[config.mk]
export PLATFORM = sky130hd
export DESIGN_NAME = dqspi_host_seq
export DESIGN_NICKNAME = d
export VERILOG_FILES = /design/src/rtl/dqspi_pkg.sv /design/src/rtl/dqspi_seq_fsm.sv /design/src/rtl/dqspi_lane_mux.sv /design/src/rtl/dqspi_rx_capture.sv /design/src/rtl/dqspi_host_seq.sv
export SDC_FILE = /design/constraint.sdc
export NUM_CORES = 1
export LEC_CHECK = 0
export BUFFER_PORTS_ARGS = -buffer_cell sky130_fd_sc_hd__clkbuf_2
export CORE_ASPECT_RATIO = 1.75
export CORE_MARGIN = 2
export CORE_UTILIZATION = 55
export CTS_CLUSTER_DIAMETER = 50
export DETAILED_ROUTE_END_ITERATION = 10
export HOLD_SLACK_MARGIN = 0.03
export PLACE_DENSITY = 0.81
export SLEW_MARGIN = 20
export SYNTH_ARGS = -nofsm -noshare
export SYNTH_HDL_FRONTEND = slang
export SYNTH_HIERARCHICAL = 1
export SYNTH_SLANG_ARGS = --single-unit
[constraint.sdc]
create_clock -name clk -period 2.8 [get_ports clk]
set_input_delay 0.14 -clock clk [delete_from_list [all_inputs] [get_ports clk]]
set_output_delay 0.14 -clock clk [all_outputs]
set_load 0.02 [all_outputs]
[src/rtl/dqspi_pkg.sv]
package dqspi_pkg;

  typedef enum logic [2:0] {
    PH_IDLE,
    PH_CMD,
    PH_ADDR,
    PH_DUMMY,
    PH_DATA,
    PH_GAP
  } phase_e;

  // serial clocks spent on the address
  function automatic logic [5:0] addr_clocks(input logic wide);
    return wide ? 6'd8 : 6'd6;
  endfunction

  // left-justify the address so the first nibble sits in bits 31:28
  function automatic logic [31:0] addr_align(input logic [31:0] a, input logic wide);
    return wide ? a : {a[23:0], 8'h00};
  endfunction

  // phase following the current one once its last clock has gone out
  function automatic phase_e next_phase(input phase_e ph, input logic has_dum,
                                        input logic has_data);
    case (ph)
      PH_CMD:   return PH_ADDR;
      PH_ADDR:  return has_dum ? PH_DUMMY : (has_data ? PH_DATA : PH_GAP);
      PH_DUMMY: return has_data ? PH_DATA : PH_GAP;
      default:  return PH_GAP;
    endcase
  endfunction

endpackage

[src/rtl/dqspi_seq_fsm.sv]
module dqspi_seq_fsm
  import dqspi_pkg::*;
#(
  parameter int LEN_W = 8,
  parameter int DUM_W = 4
) (
  input  logic             clk,
  input  logic             rst_n,
  input  logic             req_valid,
  input  logic [7:0]       req_opcode,
  input  logic [31:0]      req_addr,
  input  logic             req_wide,
  input  logic [DUM_W-1:0] req_dummy,
  input  logic             req_write,
  input  logic [LEN_W-1:0] req_len,
  input  logic [7:0]       wr_data,
  output logic             wr_ready,
  output phase_e           phase,
  output logic             op_msb,
  output logic [3:0]       addr_nib,
  output logic [7:0]       data_byte,
  output logic             is_write,
  output logic             sck,
  output logic             cs_n,
  output logic             busy,
  output logic             done,
  output logic             ev_rise,
  output logic             ev_fall
);

  localparam int CNT_W = (LEN_W > 5) ? LEN_W : 5;

  logic [CNT_W-1:0] cnt;
  logic [7:0]       op_sh;
  logic [31:0]      addr_sh;
  logic [7:0]       dq;
  logic             wr_q, wide_q, sck_q, cs_q, done_q;
  logic [DUM_W-1:0] dum_q;
  logic [LEN_W-1:0] len_q;

  logic   active, last_item;
  phase_e tgt;

  assign active    = phase inside {PH_CMD, PH_ADDR, PH_DUMMY, PH_DATA};
  assign ev_rise   = active && !sck_q;
  assign ev_fall   = active && sck_q;
  assign last_item = (cnt == '0);
  assign tgt       = next_phase(phase, dum_q != '0, len_q != '0);

  // a write byte is taken on the fall that opens each data clock
  assign wr_ready = ev_fall && wr_q &&
                    ((phase == PH_DATA && !last_item) ||
                     (phase != PH_DATA && last_item && tgt == PH_DATA));

  always_ff @(posedge clk or negedge rst_n) begin
    if (!rst_n) begin
      phase   <= PH_IDLE;
      cnt     <= '0;
      op_sh   <= '0;
      addr_sh <= '0;
      dq      <= '0;
      wr_q    <= 1'b0;
      wide_q  <= 1'b0;
      dum_q   <= '0;
      len_q   <= '0;
      sck_q   <= 1'b0;
      cs_q    <= 1'b1;
      done_q  <= 1'b0;
    end else begin
      done_q <= 1'b0;
      unique case (phase)
        PH_IDLE: begin
          if (req_valid) begin
            phase   <= PH_CMD;
            cnt     <= CNT_W'(7);
            op_sh   <= req_opcode;
            addr_sh <= addr_align(req_addr, req_wide);
            wr_q    <= req_write;
            wide_q  <= req_wide;
            dum_q   <= req_dummy;
            len_q   <= req_len;
            cs_q    <= 1'b0;
          end
        end
        PH_GAP: phase <= PH_IDLE;
        default: begin
          sck_q <= ~sck_q;
          if (sck_q) begin
            if (!last_item) begin
              cnt <= cnt - CNT_W'(1);
              if (phase == PH_CMD)  op_sh   <= {op_sh[6:0], 1'b0};
              if (phase == PH_ADDR) addr_sh <= {addr_sh[27:0], 4'h0};
              if (phase == PH_DATA && wr_q) dq <= wr_data;
            end else begin
              phase <= tgt;
              unique case (tgt)
                PH_ADDR:  cnt <= CNT_W'(addr_clocks(wide_q) - 6'd1);
                PH_DUMMY: cnt <= CNT_W'(dum_q) - CNT_W'(1);
                PH_DATA: begin
                  cnt <= CNT_W'(len_q) - CNT_W'(1);
                  if (wr_q) dq <= wr_data;
                end
                default: begin
                  cs_q   <= 1'b1;
                  done_q <= 1'b1;
                end
              endcase
            end
          end
        end
      endcase
    end
  end

  assign op_msb    = op_sh[7];
  assign addr_nib  = addr_sh[31:28];
  assign data_byte = dq;
  assign is_write  = wr_q;
  assign sck       = sck_q;
  assign cs_n      = cs_q;
  assign busy      = (phase != PH_IDLE);
  assign done      = done_q;

  // select held low through every active phase
  p_cs_low_active_r2: assert property (@(posedge clk) disable iff (!rst_n)
    active |-> !cs_q);

  // the select rises only together with the completion pulse
  p_done_with_cs_r9: assert property (@(posedge clk) disable iff (!rst_n)
    $rose(cs_q) |-> done_q);

  // a new command starts only from idle
  p_start_from_idle_r11: assert property (@(posedge clk) disable iff (!rst_n)
    $rose(phase == PH_CMD) |-> $past(phase) == PH_IDLE);

endmodule

[src/rtl/dqspi_lane_mux.sv]
module dqspi_lane_mux
  import dqspi_pkg::*;
(
  input  logic       clk,
  input  logic       rst_n,
  input  phase_e     phase,
  input  logic       op_msb,
  input  logic [3:0] addr_nib,
  input  logic [7:0] data_byte,
  input  logic       is_write,
  output logic [7:0] io_out,
  output logic [7:0] io_oe
);

  localparam int GROUPS = 2;
  localparam int GW     = 4;

  logic [GW-1:0] grp_out [GROUPS];
  logic [GW-1:0] grp_oe  [GROUPS];

  for (genvar g = 0; g < GROUPS; g++) begin : g_quad
    always_comb begin
      grp_out[g] = '0;
      grp_oe[g]  = '0;
      unique case (phase)
        PH_CMD: begin
          grp_out[g] = {3'b000, op_msb};
          grp_oe[g]  = 4'b0001;
        end
        PH_ADDR: begin
          grp_out[g] = addr_nib;
          grp_oe[g]  = 4'hF;
        end
        PH_DATA: begin
          grp_out[g] = data_byte[GW*g +: GW];
          grp_oe[g]  = is_write ? 4'hF : 4'h0;
        end
        default: ;
      endcase
    end
  end

  assign io_out = {grp_out[1], grp_out[0]};
  assign io_oe  = {grp_oe[1], grp_oe[0]};

  // both quad groups carry the same address nibble
  p_addr_dup_r4: assert property (@(posedge clk) disable iff (!rst_n)
    phase == PH_ADDR |-> io_out[3:0] == io_out[7:4]);

  // instruction bit mirrored on the first line of each group
  p_cmd_mirror_r3: assert property (@(posedge clk) disable iff (!rst_n)
    phase == PH_CMD |-> (io_out[0] == io_out[4]) && (io_oe[7:4] == io_oe[3:0]));

  // bus released while the dies may drive it
  p_read_release_r8: assert property (@(posedge clk) disable iff (!rst_n)
    (phase == PH_DUMMY || (phase == PH_DATA && !is_write)) |-> io_oe == 8'h00);

endmodule

[src/rtl/dqspi_rx_capture.sv]
module dqspi_rx_capture (
  input  logic       clk,
  input  logic       rst_n,
  input  logic       sample_en,
  input  logic [7:0] io_in,
  output logic [7:0] rd_data,
  output logic       rd_valid
);

  always_ff @(posedge clk or negedge rst_n) begin
    if (!rst_n) begin
      rd_data  <= '0;
      rd_valid <= 1'b0;
    end else begin
      rd_valid <= sample_en;
      if (sample_en) rd_data <= io_in;
    end
  end

  // each capture yields a single-cycle strobe
  p_valid_pulse_r8: assert property (@(posedge clk) disable iff (!rst_n)
    rd_valid |-> $past(sample_en));

endmodule

[src/rtl/dqspi_host_seq.sv]
module dqspi_host_seq
  import dqspi_pkg::*;
#(
  parameter int LEN_W = 8,
  parameter int DUM_W = 4
) (
  input  logic             clk,
  input  logic             rst_n,
  input  logic             req_valid,
  input  logic [7:0]       req_opcode,
  input  logic [31:0]      req_addr,
  input  logic             req_wide,
  input  logic [DUM_W-1:0] req_dummy,
  input  logic             req_write,
  input  logic [LEN_W-1:0] req_len,
  output logic             busy,
  output logic             done,
  input  logic [7:0]       wr_data,
  output logic             wr_ready,
  output logic [7:0]       rd_data,
  output logic             rd_valid,
  output logic             sck1,
  output logic             sck2,
  output logic             cs1_n,
  output logic             cs2_n,
  output logic [7:0]       io_out,
  output logic [7:0]       io_oe,
  input  logic [7:0]       io_in
);

  phase_e     phase;
  logic       op_msb, is_write, sck, cs_n, ev_rise, ev_fall;
  logic [3:0] addr_nib;
  logic [7:0] data_byte;
  logic       sample_en;

  dqspi_seq_fsm #(.LEN_W(LEN_W), .DUM_W(DUM_W)) u_fsm (
    .clk        (clk),
    .rst_n      (rst_n),
    .req_valid  (req_valid),
    .req_opcode (req_opcode),
    .req_addr   (req_addr),
    .req_wide   (req_wide),
    .req_dummy  (req_dummy),
    .req_write  (req_write),
    .req_len    (req_len),
    .wr_data    (wr_data),
    .wr_ready   (wr_ready),
    .phase      (phase),
    .op_msb     (op_msb),
    .addr_nib   (addr_nib),
    .data_byte  (data_byte),
    .is_write   (is_write),
    .sck        (sck),
    .cs_n       (cs_n),
    .busy       (busy),
    .done       (done),
    .ev_rise    (ev_rise),
    .ev_fall    (ev_fall)
  );

  dqspi_lane_mux u_mux (
    .clk       (clk),
    .rst_n     (rst_n),
    .phase     (phase),
    .op_msb    (op_msb),
    .addr_nib  (addr_nib),
    .data_byte (data_byte),
    .is_write  (is_write),
    .io_out    (io_out),
    .io_oe     (io_oe)
  );

  assign sample_en = ev_rise && (phase == PH_DATA) && !is_write;

  dqspi_rx_capture u_rx (
    .clk       (clk),
    .rst_n     (rst_n),
    .sample_en (sample_en),
    .io_in     (io_in),
    .rd_data   (rd_data),
    .rd_valid  (rd_valid)
  );

  assign sck1  = sck;
  assign sck2  = sck;
  assign cs1_n = cs_n;
  assign cs2_n = cs_n;

  // no serial clock activity while deselected
  p_idle_sck_low_r2: assert property (@(posedge clk) disable iff (!rst_n)
    cs1_n |-> !sck1);

  // the bus holds across every rising serial edge
  p_io_hold_rise_r5: assert property (@(posedge clk) disable iff (!rst_n)
    ev_rise |=> $stable(io_out) && $stable(io_oe));

  // the falling edge always follows a rise one cycle later
  p_fall_after_rise_r5: assert property (@(posedge clk) disable iff (!rst_n)
    ev_rise |=> ev_fall);

  // completion only with the selects high
  p_done_cs_high_r9: assert property (@(posedge clk) disable iff (!rst_n)
    done |-> cs1_n && cs2_n);

endmodule

==> results.cfg <==
[status]
status = complete, no violations

[finish]
synthToLayoutAreaGrowth_pct = 21.9
layout_common_cells = 103 x clkbuf_2, 84 x dfrtp_1, 64 x nand2_1
final_nets = 685
layout-drive-gt1-share_pct = 27.7
fillers = 628
num_antenna_cells = 0
register_area_mm2 = 0.00213
layout_commonest_cell = clkbuf_2
multiInputGateArea_mm2 = 0.00232

[cts]
cts_buffer_depth = 2
clk_latency_ns = 0.34
tritoncts = yes
h-tree-depth = 3
cts_sinks = 85
numCtsBuffers = 9
path_clk_slew_ns = 0.06
postCtsSetupBuffers = 0
cts_root_buf = clkbuf_16

[worst_hold_path]
hold_depth = 2
hp-class = primary input to flip-flop
min_from = req_len[5]
worstHoldEndpoint = u_fsm/len_q[5]

[run]
drv_cap = 0

[timing]
final-setup-viol-count = 0
setup_tns_ns = 0
fin_skew_ns = 0.00669
hold_violations = 0
hold_ws_ns = 0.0356
grt_setup_unrepaired = false
setup_slack_ns = 0.122
slew_violations = 0
fmax_ghz = 0.373
max_slew_margin_pct = 38.6
period_needed_ns = 2.68
tightest_slew_ns = 0.921
period_share_pct = 95.6

[worst_setup_path]
worstSetupPathType = flip-flop to output pin
startpoint_type = flip-flop
crit_required_ns = 2.66
reg2reg_to = u_fsm/data_byte[2]
r2r_slack_ns = 0.36
reg2reg_depth = 6
worstReg2RegStart = u_fsm/len_q[0]
end_kind = output pin
worstPathArrival_ns = 2.54
path_max_fanout = 9

[route]
dr.pass1.iters = 5
num_vias = 4107
wl_per_cell_um = 15.7
vias_per_cell = 5.64
drc = 0
initialDrtViolationCount = 290
ant_nets = 0
routed_wl_um = 11500

[logic_synthesis]
synthesis.area_mm2 = 0.00471
avgSynthCellArea_um2 = 9.31
syn_inst = 506
syn-num-nets = 583
ys_warn_count = 6

[placed_design]
pre_cts_ws_ns = 0.267
dp_hpwl_um = 8200
io_buffers = 104
gp_congestion = 0.881

[floorplan]
rows = 44
start_util_pct = 56.7
die_h_um = 126
dieArea_mm2 = 0.00935
design.core.area_mm2 = 0.00831
ioPinCount = 105
die_width_um = 74.0

[global_route]
grt_pass1_wl_um = 18200
antenna_found_initial = 0
grt_max_degree = 86
gr-total-overflow = 0
grt_pass1_vias = 3980
track_usage_pct = 25.1

[pwr]
p_leak_nw = 2.90
worst_ir_drop_vdd_mv = 0.344
cellPowerDensity_mw_per_mm2 = 457
==> registers in the layout, summed over array words and instances (netlist names) <==
name and count:
u_fsm/is_write 1, u_fsm/dum_q 4, u_fsm/done 1, u_fsm/len_q 8, u_rx/rd_valid 1, u_fsm/op_sh 8
u_fsm/wide_q 1, u_fsm/data_byte 8, u_fsm/cnt 8, u_fsm/phase 3, u_fsm/sck 1, u_fsm/cs_n 1
u_fsm/addr_sh 32, u_rx/rd_data 8
==> per-layer routing <==
| metal | vias to the layer above | wire [um] | GRT usage, % | share of wire, % |
|---|---|---|---|---|
| met1 | 1927 | 4510 | 29.3 | 39 |
| li1 | 1993 | - | - | - |
| met2 | 148 | 5930 | 42.3 | 52 |
| met3 | 39 | 550 | 4.85 | 4.8 |
| met5 | - | 0 | 0 | 0 |
| met4 | 0 | 476 | 13.0 | 4.2 |
==> worst max-delay path, stage by stage (launching register included) <==
cell and delay (ns):
dfrtp_1 0.38, inv_1 0.08, ha_1 0.25, a311o_1 0.36
or4_4 0.56, a21oi_4 0.31, clkbuf_2 0.25
==> worst max path at each step <==
stage	depth (start not counted)	from	end
after global placement	7	u_fsm/cnt[0]	u_fsm/data_byte[7]
after floorplan	5	u_fsm/phase[2]	u_fsm/data_byte[0]
after CTS	7	u_fsm/dum_q[0]	wr_ready
final	6	u_fsm/len_q[0]	wr_ready
after detailed placement	7	u_fsm/dum_q[0]	u_fsm/data_byte[1]
after global routing	7	u_fsm/dum_q[0]	wr_ready
==> through the flow <==
stage	area [um^2]	total power, W	utilization [%]	cells
finish	5740	0.00262	69.1	728
floorplan	4710	0.00135	-	506
detailed placement	5260	0.00144	63.3	695
global placement	5260	0.00144	63.3	695
CTS	5700	0.00264	68.6	725
global route	5740	0.00273	69.1	728
==> what timing repair did <==
item,4_1_cts,5_1_grt
hold buffers,14,3
gates resized for setup,0,2
setup endpoints to repair,0,1
hold endpoints to repair,14,86
==> cell type report <==
class / count / share of cell area (%)
Multi-Input combinational cell: 364 / 40.5
Sequential cell: 85 / 37.1
Timing Repair Buffer: 134 / 13.8
Clock buffer: 9 / 3.92
Tap cell: 115 / 2.51
Clock inverter: 7 / 1.29
Inverter: 14 / 0.915
==> power by group <==
part / switching [W] / leakage [nW] / internal, W
logic: 0.0000838 / 1.67 / 0.0000851
clock network: 0.000493 / 0.146 / 0.000693
registers: 0.0000143 / 1.08 / 0.00125
Power figures use the tool's default switching activity.
